--- src/rtl/deser_pkg.sv ---
package deser_pkg;
  localparam int BYTE_W     = 8;
  localparam int GROUP_BITS = 10;
  localparam int LAST_BIT   = GROUP_BITS - 1;

  // bit 9 pad, bit 8 control, bits 7..0 data
  typedef struct packed {
    logic             pad;
    logic             ctrl;
    logic [BYTE_W-1:0] data;
  } group_t;
endpackage

--- src/rtl/lane_framer.sv ---
module lane_framer
  import deser_pkg::*;
#(
  parameter int NUM_BYTES = 4,
  parameter int LEAD_BITS = 1,
  localparam int BYTE_IDX_W = (NUM_BYTES > 1) ? $clog2(NUM_BYTES) : 1,
  localparam int LEAD_CNT_W = $clog2(LEAD_BITS + 2)
) (
  input  logic                  clk_i,
  input  logic                  rst_ni,
  output logic                  sample_en_o,
  output logic [BYTE_IDX_W-1:0] byte_idx_o,
  output logic                  group_end_o,
  output logic                  word_end_o
);
  localparam logic [LEAD_CNT_W-1:0] LEAD_END  = LEAD_CNT_W'(LEAD_BITS);
  localparam logic [BYTE_IDX_W-1:0] LAST_BYTE = BYTE_IDX_W'(NUM_BYTES - 1);
  localparam logic [3:0]            BIT_END   = 4'(LAST_BIT);

  logic [LEAD_CNT_W-1:0] lead_cnt;
  logic [3:0]            bit_idx;
  logic [BYTE_IDX_W-1:0] byte_idx;
  logic                  in_lead;

  assign in_lead     = (lead_cnt < LEAD_END);
  assign sample_en_o = !in_lead;
  assign group_end_o = sample_en_o && (bit_idx == BIT_END);
  assign word_end_o  = group_end_o && (byte_idx == LAST_BYTE);
  assign byte_idx_o  = byte_idx;

  always_ff @(posedge clk_i or negedge rst_ni) begin
    if (!rst_ni) begin
      lead_cnt <= '0;
      bit_idx  <= '0;
      byte_idx <= '0;
    end else if (in_lead) begin
      lead_cnt <= lead_cnt + 1'b1;
    end else if (bit_idx == BIT_END) begin
      bit_idx  <= '0;
      byte_idx <= (byte_idx == LAST_BYTE) ? '0 : byte_idx + 1'b1;
    end else begin
      bit_idx <= bit_idx + 1'b1;
    end
  end

  a_r3_lead_start: assert property (@(posedge clk_i) disable iff (!rst_ni)
    ($past(in_lead) && !in_lead) |-> (bit_idx == 4'd0 && byte_idx == '0));
  a_r4_group_wrap: assert property (@(posedge clk_i) disable iff (!rst_ni)
    group_end_o |=> (bit_idx == 4'd0));
  a_r4_no_stall: assert property (@(posedge clk_i) disable iff (!rst_ni)
    (sample_en_o && !group_end_o) |=> (bit_idx == $past(bit_idx) + 4'd1));
endmodule

--- src/rtl/group_shifter.sv ---
module group_shifter
  import deser_pkg::*;
(
  input  logic   clk_i,
  input  logic   rst_ni,
  input  logic   sample_en_i,
  input  logic   serial_i,
  output group_t group_o
);
  // the nine most recent bits, oldest at bit 0
  logic [GROUP_BITS-2:0] sr;

  always_ff @(posedge clk_i or negedge rst_ni) begin
    if (!rst_ni)          sr <= '0;
    else if (sample_en_i) sr <= {serial_i, sr[GROUP_BITS-2:1]};
  end

  assign group_o = group_t'({serial_i, sr});
endmodule

--- src/rtl/word_assembler.sv ---
module word_assembler
  import deser_pkg::*;
#(
  parameter int NUM_BYTES = 4,
  localparam int BYTE_IDX_W = (NUM_BYTES > 1) ? $clog2(NUM_BYTES) : 1
) (
  input  logic                        clk_i,
  input  logic                        rst_ni,
  input  logic                        group_end_i,
  input  logic                        word_end_i,
  input  logic [BYTE_IDX_W-1:0]       byte_idx_i,
  input  logic [BYTE_W-1:0]           byte_i,
  input  logic                        ctrl_bit_i,
  output logic [NUM_BYTES*BYTE_W-1:0] data_o,
  output logic [NUM_BYTES-1:0]        ctrl_o,
  output logic                        word_valid_o
);
  for (genvar b = 0; b < NUM_BYTES; b++) begin : g_lane
    if (b < NUM_BYTES - 1) begin : g_stage
      logic [BYTE_W-1:0] st_data;
      logic              st_ctrl;
      always_ff @(posedge clk_i or negedge rst_ni) begin
        if (!rst_ni) begin
          st_data <= '0;
          st_ctrl <= 1'b0;
        end else if (group_end_i && byte_idx_i == BYTE_IDX_W'(b)) begin
          st_data <= byte_i;
          st_ctrl <= ctrl_bit_i;
        end
      end
      always_ff @(posedge clk_i or negedge rst_ni) begin
        if (!rst_ni) begin
          data_o[b*BYTE_W +: BYTE_W] <= '0;
          ctrl_o[b]                  <= 1'b0;
        end else if (word_end_i) begin
          data_o[b*BYTE_W +: BYTE_W] <= st_data;
          ctrl_o[b]                  <= st_ctrl;
        end
      end
    end else begin : g_last
      // the final byte goes straight from the lane to the output
      always_ff @(posedge clk_i or negedge rst_ni) begin
        if (!rst_ni) begin
          data_o[b*BYTE_W +: BYTE_W] <= '0;
          ctrl_o[b]                  <= 1'b0;
        end else if (word_end_i) begin
          data_o[b*BYTE_W +: BYTE_W] <= byte_i;
          ctrl_o[b]                  <= ctrl_bit_i;
        end
      end
    end
  end

  always_ff @(posedge clk_i or negedge rst_ni) begin
    if (!rst_ni) word_valid_o <= 1'b0;
    else         word_valid_o <= word_end_i;
  end

  a_r5_hold_between: assert property (@(posedge clk_i) disable iff (!rst_ni)
    !word_end_i |=> ($stable(data_o) && $stable(ctrl_o)));
  a_r6_single_pulse: assert property (@(posedge clk_i) disable iff (!rst_ni)
    word_valid_o |=> !word_valid_o);
endmodule

--- src/rtl/serial_word_deser.sv ---
module serial_word_deser
  import deser_pkg::*;
#(
  parameter int DATA_W    = 32,
  parameter int LEAD_BITS = 1,
  localparam int NUM_BYTES  = DATA_W / BYTE_W,
  localparam int BYTE_IDX_W = (NUM_BYTES > 1) ? $clog2(NUM_BYTES) : 1
) (
  input  logic                 clk_i,
  input  logic                 rst_ni,
  input  logic                 serial_i,
  output logic [DATA_W-1:0]    data_o,
  output logic [NUM_BYTES-1:0] ctrl_o,
  output logic                 word_valid_o,
  output logic                 pad_err_o
);
  initial begin
    a_r9_width_multiple: assert (DATA_W % BYTE_W == 0 && DATA_W > 0);
  end

  logic                  sample_en;
  logic [BYTE_IDX_W-1:0] byte_idx;
  logic                  group_end;
  logic                  word_end;
  group_t                grp;

  lane_framer #(.NUM_BYTES(NUM_BYTES), .LEAD_BITS(LEAD_BITS)) u_framer (
    .clk_i       (clk_i),
    .rst_ni      (rst_ni),
    .sample_en_o (sample_en),
    .byte_idx_o  (byte_idx),
    .group_end_o (group_end),
    .word_end_o  (word_end)
  );

  group_shifter u_shift (
    .clk_i       (clk_i),
    .rst_ni      (rst_ni),
    .sample_en_i (sample_en),
    .serial_i    (serial_i),
    .group_o     (grp)
  );

  word_assembler #(.NUM_BYTES(NUM_BYTES)) u_asm (
    .clk_i        (clk_i),
    .rst_ni       (rst_ni),
    .group_end_i  (group_end),
    .word_end_i   (word_end),
    .byte_idx_i   (byte_idx),
    .byte_i       (grp.data),
    .ctrl_bit_i   (grp.ctrl),
    .data_o       (data_o),
    .ctrl_o       (ctrl_o),
    .word_valid_o (word_valid_o)
  );

  always_ff @(posedge clk_i or negedge rst_ni) begin
    if (!rst_ni)                  pad_err_o <= 1'b0;
    else if (group_end && grp.pad) pad_err_o <= 1'b1;
  end

  a_r7_err_sticky: assert property (@(posedge clk_i) disable iff (!rst_ni)
    pad_err_o |=> pad_err_o);
  a_r6_valid_at_boundary: assert property (@(posedge clk_i) disable iff (!rst_ni)
    word_valid_o |-> $past(word_end));
  a_r5_update_only_on_valid: assert property (@(posedge clk_i) disable iff (!rst_ni)
    !word_valid_o |-> ($stable(data_o) && $stable(ctrl_o)));
endmodule

--- config.mk ---
export PLATFORM = sky130hd
export DESIGN_NAME = serial_word_deser
export DESIGN_NICKNAME = d
export VERILOG_FILES = /design/src/rtl/deser_pkg.sv /design/src/rtl/lane_framer.sv /design/src/rtl/group_shifter.sv /design/src/rtl/word_assembler.sv /design/src/rtl/serial_word_deser.sv
export SDC_FILE = /design/constraint.sdc
export NUM_CORES = 1
export LEC_CHECK = 0
export ABC_CLOCK_PERIOD_IN_PS = 4600
export CORE_AREA = 4 4 91 93
export DETAILED_ROUTE_END_ITERATION = 10
export DIE_AREA = 0 0 95 97
export GPL_TIMING_DRIVEN = 0
export PLACE_DENSITY = 0.66
export SKIP_LAST_GASP = 1
export SLEW_MARGIN = 10
export SYNTH_ARGS = -nofsm -noshare
export SYNTH_HDL_FRONTEND = slang
export SYNTH_SLANG_ARGS = --single-unit
export TNS_END_PERCENT = 5
--- constraint.sdc ---
create_clock -name clk_i -period 4.6 [get_ports clk_i]
set_input_delay 1.38 -clock clk_i [delete_from_list [all_inputs] [get_ports clk_i]]
set_output_delay 1.38 -clock clk_i [all_outputs]
set_load 0.05 [all_outputs]
==> qor.csv <==
metric,value,unit
net count of the finished layout,258,
vias per cell,4.854,
Power Dens Cells,346.0,nW/um^2
Via Count,1733,
post-DP HPWL,3607,um
Mapped Area,3324,sq um
WL final,5577,um
Crit. End Element,output port,
skew final,0.01017,ns
largest net degree at the start of global routing,45,
CP max stage delay,0.82,ns
Critical Path RT,3.22,ns
Syn Nets,206,
fraction of layout cells with a size suffix above 1,39.22,%
dpl cell area,3870,sq um
Fin Hold WS,0.4690,ns
core region area,7527,sq um
final setup violating endpoints,0,
vias in the first global route,1873,
Post-DRT Antenna Nets,0,
"Primary FF master, synth",dfrtp_1,
"leading cell types in the layout, fill and taps excluded","dfrtp_1, mux2_2, clkdlybuf4s50_1",
DIE HEIGHT,97,um
Iter 0 DRT Violations,50,
Worst slew margin,62.28,%
share of flip-flops with an asynchronous set or reset,100.0,%
Worst Max-Slew Pin Slew,0.5642,ns
Starting Density,44.17,%
crit path max fanout,2,
Crit-path slowest cell,clkdlybuf4s50_1,
IO Port Bufs,40,
fin area,4058,sq um
crit share post-route,63.46,%
Die Wd,95,um
Post-synth EDFFs,0,
first-pass GRT wire length,9611,um
GRT Total Usage,13.62,%
RSZ-0062 raised after global routing,no,
Buf/Inv on CP,1,
reg2reg end,u_asm.g_lane[0].g_stage.st_data[1]$_DFFE_PN0P_,
die area,9215,sq um
final-report hold violation count,0,
yosys warns,0,
Num CTS Buffers,9,
Syn-to-layout area delta,22.05,%
critical path class,flop to output port,
CTS H-tree depth,3,
hold buffers post-CTS,0,
final cell count without fillers,357,
R2R setup slack,2.64,ns
worst vdd ir,0.1701,mV
WL/cell,15.62,um
Num Clock Sinks,82,
worst hold path endpoint,u_framer.lead_cnt[0]$_DFFE_PN0P_,
Crit path depth,1,
CTS root buffer,clkbuf_8,
total power,1.404,mW
worst skew pair latency,0.35,ns
First-pass DRT Iterations,6,
DRC Markers,0,
"Seq/Total Area, Yosys",61.72,%
cell count after synthesis,198,
CTS resizes,0,
Worst-path clk slew,0.08,ns
Final Critical Period,2.919,ns
critical path's top delay family,buffers and inverters,
Worst Hold Launch,u_framer.lead_cnt[0]$_DFFE_PN0P_,
"Cell Chain, Critical Path",clkdlybuf4s50_1,
LEAKAGE,1.736,nW
CP startpoint kind,flop,
Ant. Diodes,0,
"commonest non-fill, non-tap cell in the layout",dfrtp_1,
I/O pin cnt,41,
Site Rows,32,
CTS Buffer Depth,2,
CTS tree,done,
FF-to-FF Start,u_framer.lead_cnt[0]$_DFFE_PN0P_,
CP arrival,1.54,ns
placed cell count,341,
post-CTS setup buffers,0,
Overflow after GRT,0,
WHS Path Cells,1,
Syn Area/Cell,16.79,sq um
Tightest Hold Check Type,flop to flop,
max frequency,0.3426,GHz
Netlist cell types,26,
global placement routability congestion,0.6597,
Reg2Reg Depth,6,
Fin Setup TNS,0,ns
initial antenna violation count,0,
status,"complete, no violations",
final slew viol count,0,
max_cap viols,0,
"FF+latch count, synth",82,
-- cell families after synthesis --
| logic type | after synthesis | synth area share (%) |
|---|---|---|
| XOR/XNOR | 3 | 0.7905 |
| AO/OA/AOI/OAI | 8 | 1.506 |
| flip-flops | 82 | 61.72 |
| adder cells (fa/ha/maj) | 5 | 1.882 |
| multiplexers | 73 | 28.00 |
| buffers and inverters | 14 | 3.575 |
| AND/OR/NAND/NOR | 13 | 2.522 |
-- cells in the mapped netlist, types with 2 or more instances --
library cell,instances,area share (%)
buf_12,3,1.8
buf_2,2,0.30
buf_6,2,0.68
dfrtp_1,82,62
ha_1,5,1.9
inv_1,5,0.56
mux2_2,44,15
mux2_4,29,13
nand2_1,2,0.23
nand3_1,4,0.60
o21ai_0,4,0.60
xnor2_1,2,0.53
-- worst max-delay path by stage --
| stage | slack [ns] | end | from |
|---|---|---|---|
| finish | 1.68 | data_o[18] | u_asm.data_o[18]$_DFFE_PN0P_ |
| global route | 1.62 | data_o[2] | u_asm.data_o[2]$_DFFE_PN0P_ |
| CTS | 1.66 | data_o[18] | u_asm.data_o[18]$_DFFE_PN0P_ |
| detailed placement | 2.05 | data_o[25] | u_asm.data_o[25]$_DFFE_PN0P_ |
| global placement | -0.73 | u_asm.ctrl_o[2]$_DFFE_PN0P_ | rst_ni |
| floorplan | 2.62 | pad_err_o | pad_err_o$_DFFE_PN0P_ |
-- metrics by stage --
stage | worst slack [ns] | utilization [%]
floorplan | 2.619 | -
global placement | -0.7322 | 51.18
detailed placement | 2.052 | 51.41
CTS | 1.660 | 53.91
global route | 1.618 | 53.91
finish | 1.681 | 53.91
-- power breakdown --
part | switching, mW | leakage [nW] | internal [mW]
logic | 0.0867 | 0.682 | 0.0601
clock network | 0.267 | 0.0891 | 0.215
registers | 0.0219 | 0.964 | 0.753
-- registers in the layout, summed over array words and instances, names as in the netlist --
register,cells
u_asm.ctrl_o,4
u_asm.word_valid_o,1
u_framer.lead_cnt,2
u_asm.data_o,32
u_asm.g_lane.g_stage.st_ctrl,3
u_framer.byte_idx_o,2
u_framer.bit_idx,4
u_shift.sr,9
u_asm.g_lane.g_stage.st_data,24
pad_err_o,1
-- cell type report --
class / count / area, sq um
clock buffer: 10 / 137.6
clock inverter: 6 / 50.05
buffer: 8 / 96.34
sequential: 82 / 2052
timing repair buffer: 41 / 417.9
multi-input combinational: 102 / 1154
tap: 102 / 127.6
fill: 655 / 3470
inverter: 6 / 22.52
-- per-layer routing --
metal  track usage [%]  routed length, um
met5                 0                  0
met4             5.438                121
met3             3.577                182
met2             20.77               2687
met1             18.41               2585
Power figures use the tool's default switching activity.
